--- config.mk ---
export PLATFORM = sky130hd
export DESIGN_NAME = apb_interval_timer
export DESIGN_NICKNAME = d
export VERILOG_FILES = /design/src/rtl/tmr_pkg.sv /design/src/rtl/tmr_apb_decode.sv /design/src/rtl/tmr_channel.sv /design/src/rtl/apb_interval_timer.sv
export SDC_FILE = /design/constraint.sdc
export NUM_CORES = 1
export LEC_CHECK = 0
export BUFFER_PORTS_ARGS = -buffer_cell sky130_fd_sc_hd__buf_2
export CORE_AREA = 10 10 214 196
export DETAILED_ROUTE_END_ITERATION = 7
export DIE_AREA = 0 0 224 206
export HOLD_SLACK_MARGIN = 0.15
export PLACE_DENSITY = 0.77
export SKIP_CTS_REPAIR_TIMING = 1
export SLEW_MARGIN = 20
export SYNTH_ARGS = -nofsm -noshare
export SYNTH_HDL_FRONTEND = slang
export SYNTH_SLANG_ARGS = --single-unit
--- constraint.sdc ---
create_clock -name pclk -period 4.9 [get_ports pclk]
set_clock_uncertainty 0.1 [all_clocks]
set_input_delay 0.245 -clock pclk [delete_from_list [all_inputs] [get_ports pclk]]
set_output_delay 0.245 -clock pclk [all_outputs]
set_load 0.02 [all_outputs]
--- src/rtl/tmr_pkg.sv ---
package tmr_pkg;

   localparam logic [2:0] MODE_W32 = 3'd1;
   localparam logic [2:0] MODE_W16 = 3'd2;
   localparam logic [2:0] MODE_W8  = 3'd3;

   localparam int CTL_BITS     = 4;
   localparam int CTL_SRC_BIT  = 3;
   localparam int SUBS_PER_CH  = 4;
   localparam int CNT_W        = 32;

   localparam int WORD_ID   = 0;
   localparam int WORD_CFG  = 4;
   localparam int WORD_IEN  = 5;
   localparam int WORD_IST  = 6;
   localparam int WORD_CHEN = 7;
   localparam int WORD_CH0  = 8;

   typedef enum logic [1:0] {
      CR_CTL  = 2'd0,
      CR_REL  = 2'd1,
      CR_CNT  = 2'd2,
      CR_NONE = 2'd3
   } ch_reg_e;

endpackage

--- src/rtl/tmr_apb_decode.sv ---
module tmr_apb_decode
   import tmr_pkg::*;
#(
   parameter int NUM_CH   = 4,
   parameter int ADDR_W   = 8,
   parameter int CH_IDX_W = 2
) (
   input  logic [ADDR_W-1:0]   addr,
   output logic                hit_id,
   output logic                hit_cfg,
   output logic                hit_ien,
   output logic                hit_ist,
   output logic                hit_chen,
   output logic                hit_ch,
   output logic [CH_IDX_W-1:0] ch_idx,
   output ch_reg_e             ch_reg
);
   localparam int WORD_W   = ADDR_W - 2;
   localparam int CH_WORDS = SUBS_PER_CH * NUM_CH;

   logic [WORD_W-1:0] word;
   logic [WORD_W-1:0] rel_w;
   logic              unused_lo;

   assign word      = addr[ADDR_W-1:2];
   assign unused_lo = ^addr[1:0];
   assign rel_w     = word - WORD_W'(WORD_CH0);

   assign hit_id   = (word == WORD_W'(WORD_ID));
   assign hit_cfg  = (word == WORD_W'(WORD_CFG));
   assign hit_ien  = (word == WORD_W'(WORD_IEN));
   assign hit_ist  = (word == WORD_W'(WORD_IST));
   assign hit_chen = (word == WORD_W'(WORD_CHEN));

   always_comb begin
      hit_ch = (int'(word) >= WORD_CH0) && (int'(word) < WORD_CH0 + CH_WORDS);
      ch_idx = rel_w[CH_IDX_W+1:2];
      if (!hit_ch)
         ch_reg = CR_NONE;
      else
         unique case (rel_w[1:0])
            2'd0:    ch_reg = CR_CTL;
            2'd1:    ch_reg = CR_REL;
            2'd2:    ch_reg = CR_CNT;
            default: ch_reg = CR_NONE;
         endcase
   end

endmodule

--- src/rtl/tmr_channel.sv ---
module tmr_channel
   import tmr_pkg::*;
(
   input  logic                   clk,
   input  logic                   rst_n,
   input  logic [2:0]             mode,
   input  logic                   tick,
   input  logic [SUBS_PER_CH-1:0] en,
   input  logic [SUBS_PER_CH-1:0] start,
   input  logic [CNT_W-1:0]       rel,
   output logic [CNT_W-1:0]       cnt,
   output logic [SUBS_PER_CH-1:0] uf
);
   logic [CNT_W-1:0] cnt_nxt;

   always_comb begin
      cnt_nxt = cnt;
      uf      = '0;
      unique case (mode)
         MODE_W32: begin
            if (start[0])
               cnt_nxt = rel;
            else if (tick && en[0]) begin
               if (cnt == '0) begin
                  cnt_nxt = rel;
                  uf[0]   = 1'b1;
               end else
                  cnt_nxt = cnt - 32'd1;
            end
         end
         MODE_W16: begin
            for (int i = 0; i < 2; i++) begin
               if (start[i])
                  cnt_nxt[i*16 +: 16] = rel[i*16 +: 16];
               else if (tick && en[i]) begin
                  if (cnt[i*16 +: 16] == 16'd0) begin
                     cnt_nxt[i*16 +: 16] = rel[i*16 +: 16];
                     uf[i] = 1'b1;
                  end else
                     cnt_nxt[i*16 +: 16] = cnt[i*16 +: 16] - 16'd1;
               end
            end
         end
         MODE_W8: begin
            for (int k = 0; k < 4; k++) begin
               if (start[k])
                  cnt_nxt[k*8 +: 8] = rel[k*8 +: 8];
               else if (tick && en[k]) begin
                  if (cnt[k*8 +: 8] == 8'd0) begin
                     cnt_nxt[k*8 +: 8] = rel[k*8 +: 8];
                     uf[k] = 1'b1;
                  end else
                     cnt_nxt[k*8 +: 8] = cnt[k*8 +: 8] - 8'd1;
               end
            end
         end
         default: ;
      endcase
   end

   always_ff @(posedge clk or negedge rst_n) begin
      if (!rst_n) cnt <= '0;
      else        cnt <= cnt_nxt;
   end

   // a zero-count tick in wide mode brings back the reload value
   a_r3_reload_at_zero: assert property (@(posedge clk) disable iff (!rst_n)
      (mode == MODE_W32 && tick && en[0] && !start[0] && cnt == '0)
      |=> (cnt == $past(rel)));

   // a non-zero count steps down by one per tick
   a_r3_step_down: assert property (@(posedge clk) disable iff (!rst_n)
      (mode == MODE_W32 && tick && en[0] && !start[0] && cnt != '0)
      |=> (cnt == $past(cnt) - 32'd1));

   // with nothing enabled or starting, the counter is frozen
   a_r9_frozen: assert property (@(posedge clk) disable iff (!rst_n)
      (en == '0 && start == '0) |=> $stable(cnt));

   // an unsupported mode neither counts nor flags
   a_r10_idle_mode: assert property (@(posedge clk) disable iff (!rst_n)
      (mode == 3'd0) |=> $stable(cnt));

endmodule

--- src/rtl/apb_interval_timer.sv ---
module apb_interval_timer
   import tmr_pkg::*;
#(
   parameter int          NUM_CH      = 4,
   parameter int          ADDR_W      = 8,
   parameter logic [31:0] ID_VALUE    = 32'h5449_0100,
   parameter bit          EXT_TICK_EN = 1'b1
) (
   input  logic              pclk,
   input  logic              presetn,
   input  logic              psel,
   input  logic              penable,
   input  logic              pwrite,
   input  logic [ADDR_W-1:0] paddr,
   input  logic [31:0]       pwdata,
   output logic [31:0]       prdata,
   output logic              pready,
   input  logic              ext_clk,
   output logic              irq
);
   localparam int SUB_W    = SUBS_PER_CH * NUM_CH;
   localparam int CH_IDX_W = (NUM_CH > 1) ? $clog2(NUM_CH) : 1;
   localparam int MAP_END  = 4 * (WORD_CH0 + SUB_W);

   if (NUM_CH < 1 || NUM_CH > 8) begin : g_bad_ch
      $error("NUM_CH must lie in 1..8");
   end
   if ((1 << ADDR_W) < MAP_END) begin : g_bad_addr
      $error("ADDR_W too narrow for the register map");
   end

   logic                hit_id, hit_cfg, hit_ien, hit_ist, hit_chen, hit_ch;
   logic [CH_IDX_W-1:0] ch_idx;
   ch_reg_e             ch_reg;

   tmr_apb_decode #(
      .NUM_CH  (NUM_CH),
      .ADDR_W  (ADDR_W),
      .CH_IDX_W(CH_IDX_W)
   ) u_dec (
      .addr    (paddr),
      .hit_id  (hit_id),
      .hit_cfg (hit_cfg),
      .hit_ien (hit_ien),
      .hit_ist (hit_ist),
      .hit_chen(hit_chen),
      .hit_ch  (hit_ch),
      .ch_idx  (ch_idx),
      .ch_reg  (ch_reg)
   );

   logic wr_en;
   assign wr_en  = psel & penable & pwrite;
   assign pready = 1'b1;

   logic [CTL_BITS-1:0] ctl_q [NUM_CH];
   logic [CNT_W-1:0]    rel_q [NUM_CH];
   logic [CNT_W-1:0]    cnt_w [NUM_CH];
   logic [SUB_W-1:0]    ien_q, ist_q, chen_q;
   logic [SUB_W-1:0]    uf_all, start_all, clr_mask;

   // external tick: variant chosen by parameter
   logic ext_tick;
   if (EXT_TICK_EN) begin : g_ext
      logic ext_q, ext_qq;
      always_ff @(posedge pclk or negedge presetn) begin
         if (!presetn) begin
            ext_q  <= 1'b0;
            ext_qq <= 1'b0;
         end else begin
            ext_q  <= ext_clk;
            ext_qq <= ext_q;
         end
      end
      assign ext_tick = ext_q & ~ext_qq;
   end else begin : g_no_ext
      logic unused_ext;
      assign unused_ext = ext_clk;
      assign ext_tick   = 1'b0;
   end

   assign start_all = (wr_en && hit_chen) ? (pwdata[SUB_W-1:0] & ~chen_q) : '0;
   assign clr_mask  = (wr_en && hit_ist)  ? pwdata[SUB_W-1:0] : '0;

   for (genvar c = 0; c < NUM_CH; c++) begin : g_ch
      logic ch_wr;
      logic tick_c;
      assign ch_wr  = wr_en && hit_ch && (int'(ch_idx) == c);
      assign tick_c = ctl_q[c][CTL_SRC_BIT] ? 1'b1 : ext_tick;

      always_ff @(posedge pclk or negedge presetn) begin
         if (!presetn) begin
            ctl_q[c] <= '0;
            rel_q[c] <= '0;
         end else if (ch_wr) begin
            if (ch_reg == CR_CTL) ctl_q[c] <= pwdata[CTL_BITS-1:0];
            if (ch_reg == CR_REL) rel_q[c] <= pwdata;
         end
      end

      tmr_channel u_ch (
         .clk  (pclk),
         .rst_n(presetn),
         .mode (ctl_q[c][2:0]),
         .tick (tick_c),
         .en   (chen_q[c*SUBS_PER_CH +: SUBS_PER_CH]),
         .start(start_all[c*SUBS_PER_CH +: SUBS_PER_CH]),
         .rel  (rel_q[c]),
         .cnt  (cnt_w[c]),
         .uf   (uf_all[c*SUBS_PER_CH +: SUBS_PER_CH])
      );
   end

   always_ff @(posedge pclk or negedge presetn) begin
      if (!presetn) begin
         ien_q  <= '0;
         chen_q <= '0;
         ist_q  <= '0;
      end else begin
         if (wr_en && hit_ien)  ien_q  <= pwdata[SUB_W-1:0];
         if (wr_en && hit_chen) chen_q <= pwdata[SUB_W-1:0];
         ist_q <= (ist_q & ~clr_mask) | uf_all;
      end
   end

   assign irq = |(ist_q & ien_q);

   always_comb begin
      prdata = '0;
      if (hit_id)        prdata = ID_VALUE;
      else if (hit_cfg)  prdata = 32'(NUM_CH);
      else if (hit_ien)  prdata = 32'(ien_q);
      else if (hit_ist)  prdata = 32'(ist_q);
      else if (hit_chen) prdata = 32'(chen_q);
      else if (hit_ch) begin
         unique case (ch_reg)
            CR_CTL:  prdata = 32'(ctl_q[ch_idx]);
            CR_REL:  prdata = rel_q[ch_idx];
            CR_CNT:  prdata = cnt_w[ch_idx];
            default: prdata = '0;
         endcase
      end
   end

   // every underflow is visible in status after its edge
   a_r7_set_lands: assert property (@(posedge pclk) disable iff (!presetn)
      (|uf_all) |=> ((ist_q & $past(uf_all)) == $past(uf_all)));

   // status bits drop only where a one was written
   a_r7_sticky: assert property (@(posedge pclk) disable iff (!presetn)
      (|ist_q) |=> ((($past(ist_q) & ~$past(clr_mask)) & ~ist_q) == '0));

   // without any interrupt enable the line stays low
   a_r8_masked: assert property (@(posedge pclk) disable iff (!presetn)
      (ien_q == '0) |-> !irq);

endmodule

-- Yosys cells after proc, flatten, opt, wreduce, memory -nomap -nowiden
Cells that the tools add are included.
- register bits: 322
- bits in latches: 0
- RAM bits: 0
- memory bits (read-only): 0
- input bits: 46
- output and inout bits: 34
- logic and storage cells: 417
- memories kept: 0
- add/subtract/negate cells: 29
- $mul: 0
- divide/modulo/power cells: 0
- order comparisons: 3
- equality and inequality tests: 51
- shift operators: 0
- muxes and demuxes: 208
- bitwise logic cells: 11
- reductions and logical operators: 86
- operator list (cell ; count):
    32-bit 2-to-1 mux ; 22
    32-bit one-hot mux with 3 select lines ; 5
    16-bit 2-to-1 mux ; 26
    8-bit 2-to-1 mux ; 48
    32-bit binary-select mux with 2-bit select ; 2
    16-bit logical NOT ; 8
    32-bit logical NOT ; 4
    8-bit logical NOT ; 16
    16-bit by 1-bit subtractor with 16-bit output (second input constant) ; 8
    32-bit by 1-bit subtractor with 32-bit output (second input constant) ; 4
    8-bit by 1-bit subtractor with 8-bit output (second input constant) ; 16
    1-bit 2-to-1 mux ; 88
    3-bit by 2-bit != test with 1-bit output (second input constant) ; 28
    4-bit AND reduction ; 16
    16-bit AND ; 3
    16-bit inverter ; 2
    1-bit logical AND ; 25
    3-bit by 2-bit equality test with 1-bit output (second input constant) ; 8
    6-bit by 3-bit equality test with 1-bit output (second input constant) ; 4
    16-bit OR ; 1
    2-bit AND reduction ; 8
    16-bit OR reduction ; 1
    3-bit by 1-bit equality test with 1-bit output (second input constant) ; 4
    1-bit one-hot mux with 3 select lines ; 4
    17 further kinds ; 37

-- Logic depth before layout (Yosys ltp)
Gate-level depths: netlist of the first run.
- word-level depth: 12
- depth in mapped cells: 13
- depth with buffers taken out: 9

-- Cells and area by module
Synthesis of the first run repeated with hierarchy kept, for this count alone.
- cells, all modules: 2386
- area total of the unflattened synthesis: 23267.3 µm²
- by module, submodules not included (module ; times used ; cells an instance ; area each (µm²) ; sequential area each (µm²)):
    apb_interval_timer ; 1 ; 712 ; 10407.5 ; 4854.7
    tmr_channel (g_ch[0].u_ch ...) ; 3 ; 405 ; 3119.2 ; 800.8
    tmr_channel (g_ch[3].u_ch) ; 1 ; 443 ; 3405.8 ; 800.8
    tmr_apb_decode ; 1 ; 16 ; 96.3 ; 0.0

-- Least setup slack after synthesis of the first run
No wires, ideal clock.
- path type: register -> register
- start: reg g_ch[1].u_ch.cnt[24]
- end: reg g_ch[1].u_ch.cnt[21]
- setup time: 0.121 ns
- arrival: 2.975 ns
- required time: 4.679 ns
- slack: 1.704 ns
- stages on the path, launching flop included: 11
- buffers on the path: 2
- clock period less this slack: 3.196 ns
- path through: dfrtp_1 clkbuf_1 inv_1 ha_1 or3b_2 clkbuf_1 nor4_4 a21oi_1 o221ai_2 mux2_2 a22o_1
- word-level cells in the longest chain between the ends: 5
- elaborated cells on any way between the ends: 9
- those cells by class: 7 x mux; 2 x reduce/logical
- RTL lines (item ; line ; text):
    start: declaration ; tmr_channel.sv:11 ; output logic [CNT_W-1:0] cnt,
    start signal: assignment ; tmr_channel.sv:63 ; else cnt <= cnt_nxt;
    32-bit logical NOT or 16-bit logical NOT (tied branches) ; tmr_channel.sv:24, tmr_channel.sv:36 ;
    32-bit 2-to-1 mux or 16-bit 2-to-1 mux (tied branches) ; tmr_channel.sv:24, tmr_channel.sv:36 ;
    32-bit 2-to-1 mux or 16-bit 2-to-1 mux (tied branches) ; tmr_channel.sv:23, tmr_channel.sv:35 ;
    32-bit 2-to-1 mux or 16-bit 2-to-1 mux (tied branches) ; tmr_channel.sv:21, tmr_channel.sv:33 ;
    32-bit one-hot mux with 3 select lines (*) ; tmr_channel.sv:19 ; unique case (mode)
Every way passes the cells marked *; elsewhere a longest branch is shown, timed or not. The select of a mux whose other input is x is not followed.
A chain may end at the register's enable or synchronous reset.

-- Worst setup path in the final report of the first run
- start: reg g_ch[1].u_ch.cnt[9]
- end: reg g_ch[1].u_ch.cnt[3]
The elaborated chain is that of the path after synthesis.

==> results.toml, run 1 <==
[routing]
ant_nets = 0
via_per_inst = 7.36
drtIter0Drc = 3408
drc = 0
dr.pass1.iters = 7
vias = 21800
wl_mm = 86.7
wire_per_inst_um = 29.3

[worst_setup_path]
max_stage_delay_ns = 0.64
worst_setup_path_end_kind = "register"
worstPathCellList = "inv_1, ha_1, or4b_1, nor4_2, a21oi_1, o21ai_2, buf_4, and2_1, o21ai_0, a211o_1"
crit_path_end = "g_ch[1].u_ch.cnt[3]"
critPathMaxFanout = 18
r2r_setup_slack_ns = 0.94
r2r_start = "g_ch[1].u_ch.cnt[9]"
crit_path_start_kind = "register"
timing.rr.end = "g_ch[1].u_ch.cnt[3]"
critPathArrivalTime_ns = 4.30
slowest_stage = "nor4_2"
crit_start = "g_ch[1].u_ch.cnt[9]"
critical_path_class = "register to register"
crit_required_ns = 5.25
r2r_cells = 10

[cts]
cts_made_buffers = 38
clock_path_buffers = 3
tritoncts = "yes"
cts_sinks = 322
cts_root_buf = "clkbuf_16"
cts_htree_levels = 2
clkTransAtPathRegs_ns = 0.06
clk_latency_ns = 0.56

[timing]
rsz0062_at_grt = "no"
max_freq_mhz = 253
period_needed_ns = 3.96
setup_viol = 0
drv_slew = 0
max_slew_margin_pct = 25.8
holdWs_ns = 0.227
worst_pin_slew_ns = 1.11
hold_violations = 0
period_share_pct = 80.7
fin_tns_setup_ns = 0

[global_routing]
grtUsageTotal_pct = 36.9
grt_max_degree = 105
gr-total-overflow = 0
grt_pass1_vias = 20200
grt_first_pass_wirelength_mm = 128
antenna_found_initial = 6

[logic_synthesis]
ys_seq_area_share_pct = 36.4
ys_types = 95
ys.flop_type = "dfrtp_1"
syn_nets = 2461
synth_edf_count = 0
ys_warn_count = 0
synthCells = 2395
syn_area_mm2 = 0.0221
postSynthAreaPerCell_um2 = 9.23
async_flop_share_pct = 100
synth_seq_cells = 322

[final_layout]
fin_cells = 2957
syn2layout_area_growth_pct = 11.2
final_core_util_pct = 65.2
nets = 2507
drive_gt1_share_pct = 20.0

[die]
io_pins = 80
die_area_mm2 = 0.0461
rows = 68
fp.dieH_um = 206
core_area_mm2 = 0.0377
die_w_um = 224
start_util_pct = 58.7

[run]
drv_cap = 0

[power]
power_frac_seq_pct = 39.8
p_sw_mw = 2.73
power_frac_comb_pct = 22.5
p_clk_share_pct = 37.8
swShare_pct = 33.5
p_leak_nw = 10.4
internal_power_mw = 5.43
ir_worst_vdd_mv = 0.290
powerDensity_mw_per_mm2 = 332

[status]
status = "finished clean"

[placed_design]
dp.cells = 2856
io_buffers = 76
routabilityCongestion = 1.03
dp_hpwl_mm = 64.6

[hold_path]
hp-class = "primary input to asynchronous set/reset pin"
==> power groups by stage <==
stage	logic (mW)	clock network (mW)	registers, mW
after global placement	1.72	0	3.25
after CTS	1.76	3.09	3.21
after detailed placement	1.75	0	3.26
after floorplan	1.34	0	3.04
after global routing	1.98	3.20	3.26
final	1.83	3.08	3.24
==> cell usage after synthesis (29+ instances only) <==
library cell  number  area, um^2
clkbuf_1         106         398
o21ai_0          229        1150
nand2_1          208         781
a31oi_1           33         206
mux2_2           175        1970
a21oi_1          176         881
mux4_2            68        1530
nor2_1           167         627
nor3_1            76         380
mux2i_1           29         290
nor4_1            39         244
inv_1             60         225
dfrtp_1          322        8060
a211oi_1          30         225
nand3_1           64         320
==> routing by layer <==
metal | vias up | share of wire (%) | global-route usage [%]
li1 | 9235 | - | -
met1 | 10800 | 39 | 50.2
met2 | 1516 | 42 | 53.8
met3 | 268 | 15 | 13.0
met4 | 4 | 3.8 | 12.5
met5 | - | 0.029 | 0
==> sequential cells by signal, summed over array words and instances, names as in the netlist <==
signal,count
chen_q,16
ctl_q,16
g_ch.u_ch.cnt,128
g_ext.ext_q,1
g_ext.ext_qq,1
ien_q,16
ist_q,16
rel_q,128
==> final cells by class <==
cell class	count	area, um^2
Inverter	61	229
Sequential cell	322	8060
Tap cell	490	613
Multi-Input combinational cell	1859	13200
Clock inverter	14	214
Antenna cell	2	5.00
Fill cell	3095	13100
Timing Repair Buffer	159	1120
Clock buffer	50	1100
==> logic make-up after synthesis <==
kind of cell / count (synthesis) / share of synthesized area (%)
xor gates and xnor gates: 40 / 1.58
muxes: 272 / 17.2
DFF: 322 / 36.4
and+or+nand+nor: 773 / 17.9
buffers and inverters: 214 / 3.88
AOI/OAI and AO/OA: 753 / 21.9
adders and majority gates: 20 / 1.13
other: 1 / 0.0170
==> cell usage in the layout, fill, tap and decap left out, types with 12 or more instances in the layout <==
master	netlist	layout
o31ai_1	12	12
or3_1	14	14
nor2_1	167	167
or4_1	22	22
buf_2	21	74
xor2_1	13	13
mux2_2	175	175
buf_4	3	47
o2bb2ai_1	21	21
a221oi_1	16	16
ha_1	20	20
nor4_1	39	39
o211ai_1	19	19
a32o_1	12	12
dlygate4sd3_1	0	34
a22o_1	21	21
mux4_2	68	68
nor3b_1	19	19
a22oi_1	25	25
dfrtp_1	322	322
and3_1	21	20
clkbuf_16	0	41
o21ai_1	13	12
a21oi_1	176	176
nand2_1	208	207
xnor2_1	27	27
nor3_1	76	71
and2_1	13	13
nand2b_1	22	22
mux2i_1	29	29
nor2b_1	23	23
nand3_1	64	64
nand4_1	22	22
o22ai_1	18	18
a211oi_1	30	29
o21ai_0	229	229
inv_1	60	60
a31oi_1	33	33
==> worst min path at each step <==
stage	startpoint	endpoint	slack (ns)	cells past startpoint
4_1_cts	ext_clk	g_ext.ext_q	-0.33	1
2_1_floorplan	presetn	chen_q[0]	-0.15	0
3_5_place_dp	ext_clk	g_ext.ext_q	0.26	1
3_3_place_gp	ext_clk	g_ext.ext_q	0.26	1
6_report	presetn	g_ch[2].u_ch.cnt[10]	0.23	2
5_1_grt	ext_clk	g_ext.ext_q	0.24	2
==> worst max-delay path: cells and delay by family, from the launching register on <==
kind                       cells  cell delay (ns)
AOI/OAI and AO/OA              4             0.83
DFF                            1             0.43
buffers and inverters          2             0.34
and+or+nand+nor                3             1.78
adders and majority gates      1             0.34
==> through the flow <==
| stage | setup WS (ns) | area (um^2) | power, mW |
|---|---|---|---|
| 6_report | 0.943 | 24600 | 8.15 |
| 5_1_grt | 0.763 | 24600 | 8.43 |
| 4_1_cts | 1.06 | 24200 | 8.06 |
| 3_5_place_dp | 1.10 | 22900 | 5.00 |
| 3_3_place_gp | 1.11 | 22900 | 4.96 |
| 2_1_floorplan | 1.70 | 22100 | 4.38 |
No activity file was read; power rests on OpenSTA's default activity.
==> run 2, diff against run 1 <==
Settings changed: ABC_AREA set to 1, CORE_AREA 10 10 214 196 to 10 10 233 213, DIE_AREA 0 0 224 206 to 0 0 243 223.
Clock period 4.9 ns to 3.68 ns, I/O delays scaled along.
==> results.toml, run 2 <==
[status]
status = "finished, violations left"
violations = "DRC"

[die]
start_util_pct = 59.1
die_area_mm2 = 0.0542
die_w_um = 243
fp.dieH_um = 223
io_pins = 80
rows = 74
core_area_mm2 = 0.0448

[global_routing]
grt_max_degree = 116
grtUsageTotal_pct = 40.3
grt_first_pass_wirelength_mm = 169
gr-total-overflow = 0
grt_pass1_vias = 27500
antenna_found_initial = 1

[logic_synthesis]
netlist.area_leader.share_pct = 30.4
synth_seq_cells = 322
synthAdderAreaFrac_pct = 0.944
synth_top_family_by_area = "simple AND/OR/NAND/NOR gates"
ys_seq_area_share_pct = 30.4
syn_area_mm2 = 0.0265
async_flop_share_pct = 100
synthMuxAreaShare_pct = 0
synth.top_cells.by_area = "dfrtp_1 (30%), nand2_1 (23%), nand3_1 (9.2%), nor2_1 (6.9%), inv_1 (6.3%)"
ys.flop_type = "dfrtp_1"
synth-compound-area-share_pct = 13.3
ys_types = 46
synth_edf_count = 0
postSynthAreaPerCell_um2 = 6.03
yosys-top-cells-count = "nand2_1 (1590), nand3_1 (489), nor2_1 (486)"
ys_warn_count = 0
synthCells = 4394
synth-simple-area-share_pct = 42.2
synthMostInstantiatedCell = "nand2_1"
synth-xor-area-share_pct = 3.70
syn_nets = 4460
synth_top_area_cell = "dfrtp_1"

[routing]
drc = 2
dr.pass1.iters = 8
wire_per_inst_um = 22.1
drtIter0Drc = 4966
via_per_inst = 6.11
wl_mm = 113
ant_nets = 0
vias = 31200

[timing]
max_slew_margin_pct = 30.8
max_freq_mhz = 315
worst_pin_slew_ns = 1.04
fin_tns_setup_ns = 0
period_needed_ns = 3.18
finalWorstSetupSlack_ns = 0.505
setup_viol = 0
drv_slew = 0
hold_violations = 0
rsz0062_at_grt = "no"
period_share_pct = 86.3

[final_layout]
reg.largest.list = "g_ch.u_ch.cnt: 128 flops, rel_q: 128 flops"
syn2layout_area_growth_pct = 11.2
final_cell_mix = "nand2_1 (1587), nand3_1 (485), nor2_1 (479)"
final_common_cell = "nand2_1"
nFillCells = 4401
num_antenna_cells = 0
drive_gt1_share_pct = 7.23
final_core_util_pct = 65.8
nets = 4533

[power]
powerDensity_mw_per_mm2 = 608
ir_worst_vdd_mv = 0.624
p_leak_nw = 14.9

[hold_path]
hp-class = "primary input to register"

[worst_setup_path]
worst_setup_path_end_kind = "register"
critPathMaxFanout = 9
max_stage_delay_ns = 0.48
crit_path_start_kind = "register"
critPathArrivalTime_ns = 3.59
crit_required_ns = 4.10
worstPathCellList = "inv_1, ha_1, nand2_1, nor2_4, nand2_2, inv_2, nand2_2, nand2_2, nand2_2, inv_1, nand2_1, nand2_1, o21ai_1, nand2_1"
slowest_stage = "dfrtp_1"
critical_path_class = "register to register"

[cts]
cts_sinks = 322
clk_latency_ns = 0.59
cts_root_buf = "clkbuf_16"
clock_path_buffers = 3
cts_made_buffers = 39
tritoncts = "yes"
cts_htree_levels = 2
clkTransAtPathRegs_ns = 0.06

[placed_design]
routabilityCongestion = 1.10
dp_hpwl_mm = 86.0
place_ws_ns = 0.724
io_buffers = 76

[run]
drv_cap = 0
-- run 2: cells by family after synthesis --
family | count (synthesis)
xor gates and xnor gates | 112
buffers and inverters | 635
other | 1
DFF | 322
and+or+nand+nor | 2695
AOI/OAI and AO/OA | 609
adders and majority gates | 20
-- run 2: path summary, 6_finish.rpt --
kind | startpoint | end | slack [ns] | depth (start not counted)
min reg2reg | g_ext.ext_q | g_ext.ext_qq | 0.28 | 0
min | paddr[7] | chen_q[3] | 0.1 | 6
max reg2reg | g_ch[3].u_ch.cnt[16] | g_ch[3].u_ch.cnt[19] | 0.50 | 14
max in group asynchronous | presetn | rel_q[91] | 2.21 | 3
min in group asynchronous | presetn | rel_q[32] | 0.12 | 2
max | g_ch[3].u_ch.cnt[16] | g_ch[3].u_ch.cnt[19] | 0.50 | 14
-- run 2: cell type report --
type / count / area (um^2) / area share, %
Sequential cell: 322 / 8060 / 27.3
Clock buffer: 53 / 1120 / 3.80
Multi-Input combinational cell: 3437 / 16000 / 54.3
Inverter: 468 / 1760 / 5.96
Clock inverter: 19 / 258 / 0.874
Timing Repair Buffer: 199 / 1510 / 5.14
Tap cell: 608 / 761 / 2.58
-- run 2: layer usage --
metal  global-route usage [%]  share of wire [%]  up-vias
met5                        0              0.013        -
met2                     56.4                 40     2255
met1                     56.4                 40    14200
li1                         -                  -    14400
met4                     18.3                5.2        2
met3                     11.3                 15      347
-- run 2: through the flow --
stage / hold WS [ns] / instances / cell area [um^2] / total power, mW
floorplan: -0.212 / 4394 / 26500 / 10.9
global placement: 0.193 / 4999 / 27700 / 13.1
detailed placement: 0.194 / 4999 / 27700 / 13.2
CTS: -0.406 / 5071 / 29100 / 17.5
global route: 0.153 / 5106 / 29500 / 19.0
finish: 0.0997 / 5106 / 29500 / 17.9
-- run 2: worst max-delay path, delay by kind of cell (launching register included) --
family	cells	cell delay [ns]
buffers and inverters	3	0.52
and+or+nand+nor	9	1.62
adders and majority gates	1	0.31
DFF	1	0.48
AOI/OAI and AO/OA	1	0.06
-- run 2: where the power goes --
| part | switching (mW) | internal (mW) | leakage [nW] |
|---|---|---|---|
| registers | 1.17 | 4.14 | 4.10 |
| clock network | 1.75 | 2.50 | 0.658 |
| logic | 5.65 | 2.69 | 10.2 |
| total | 8.58 | 9.33 | 14.9 |
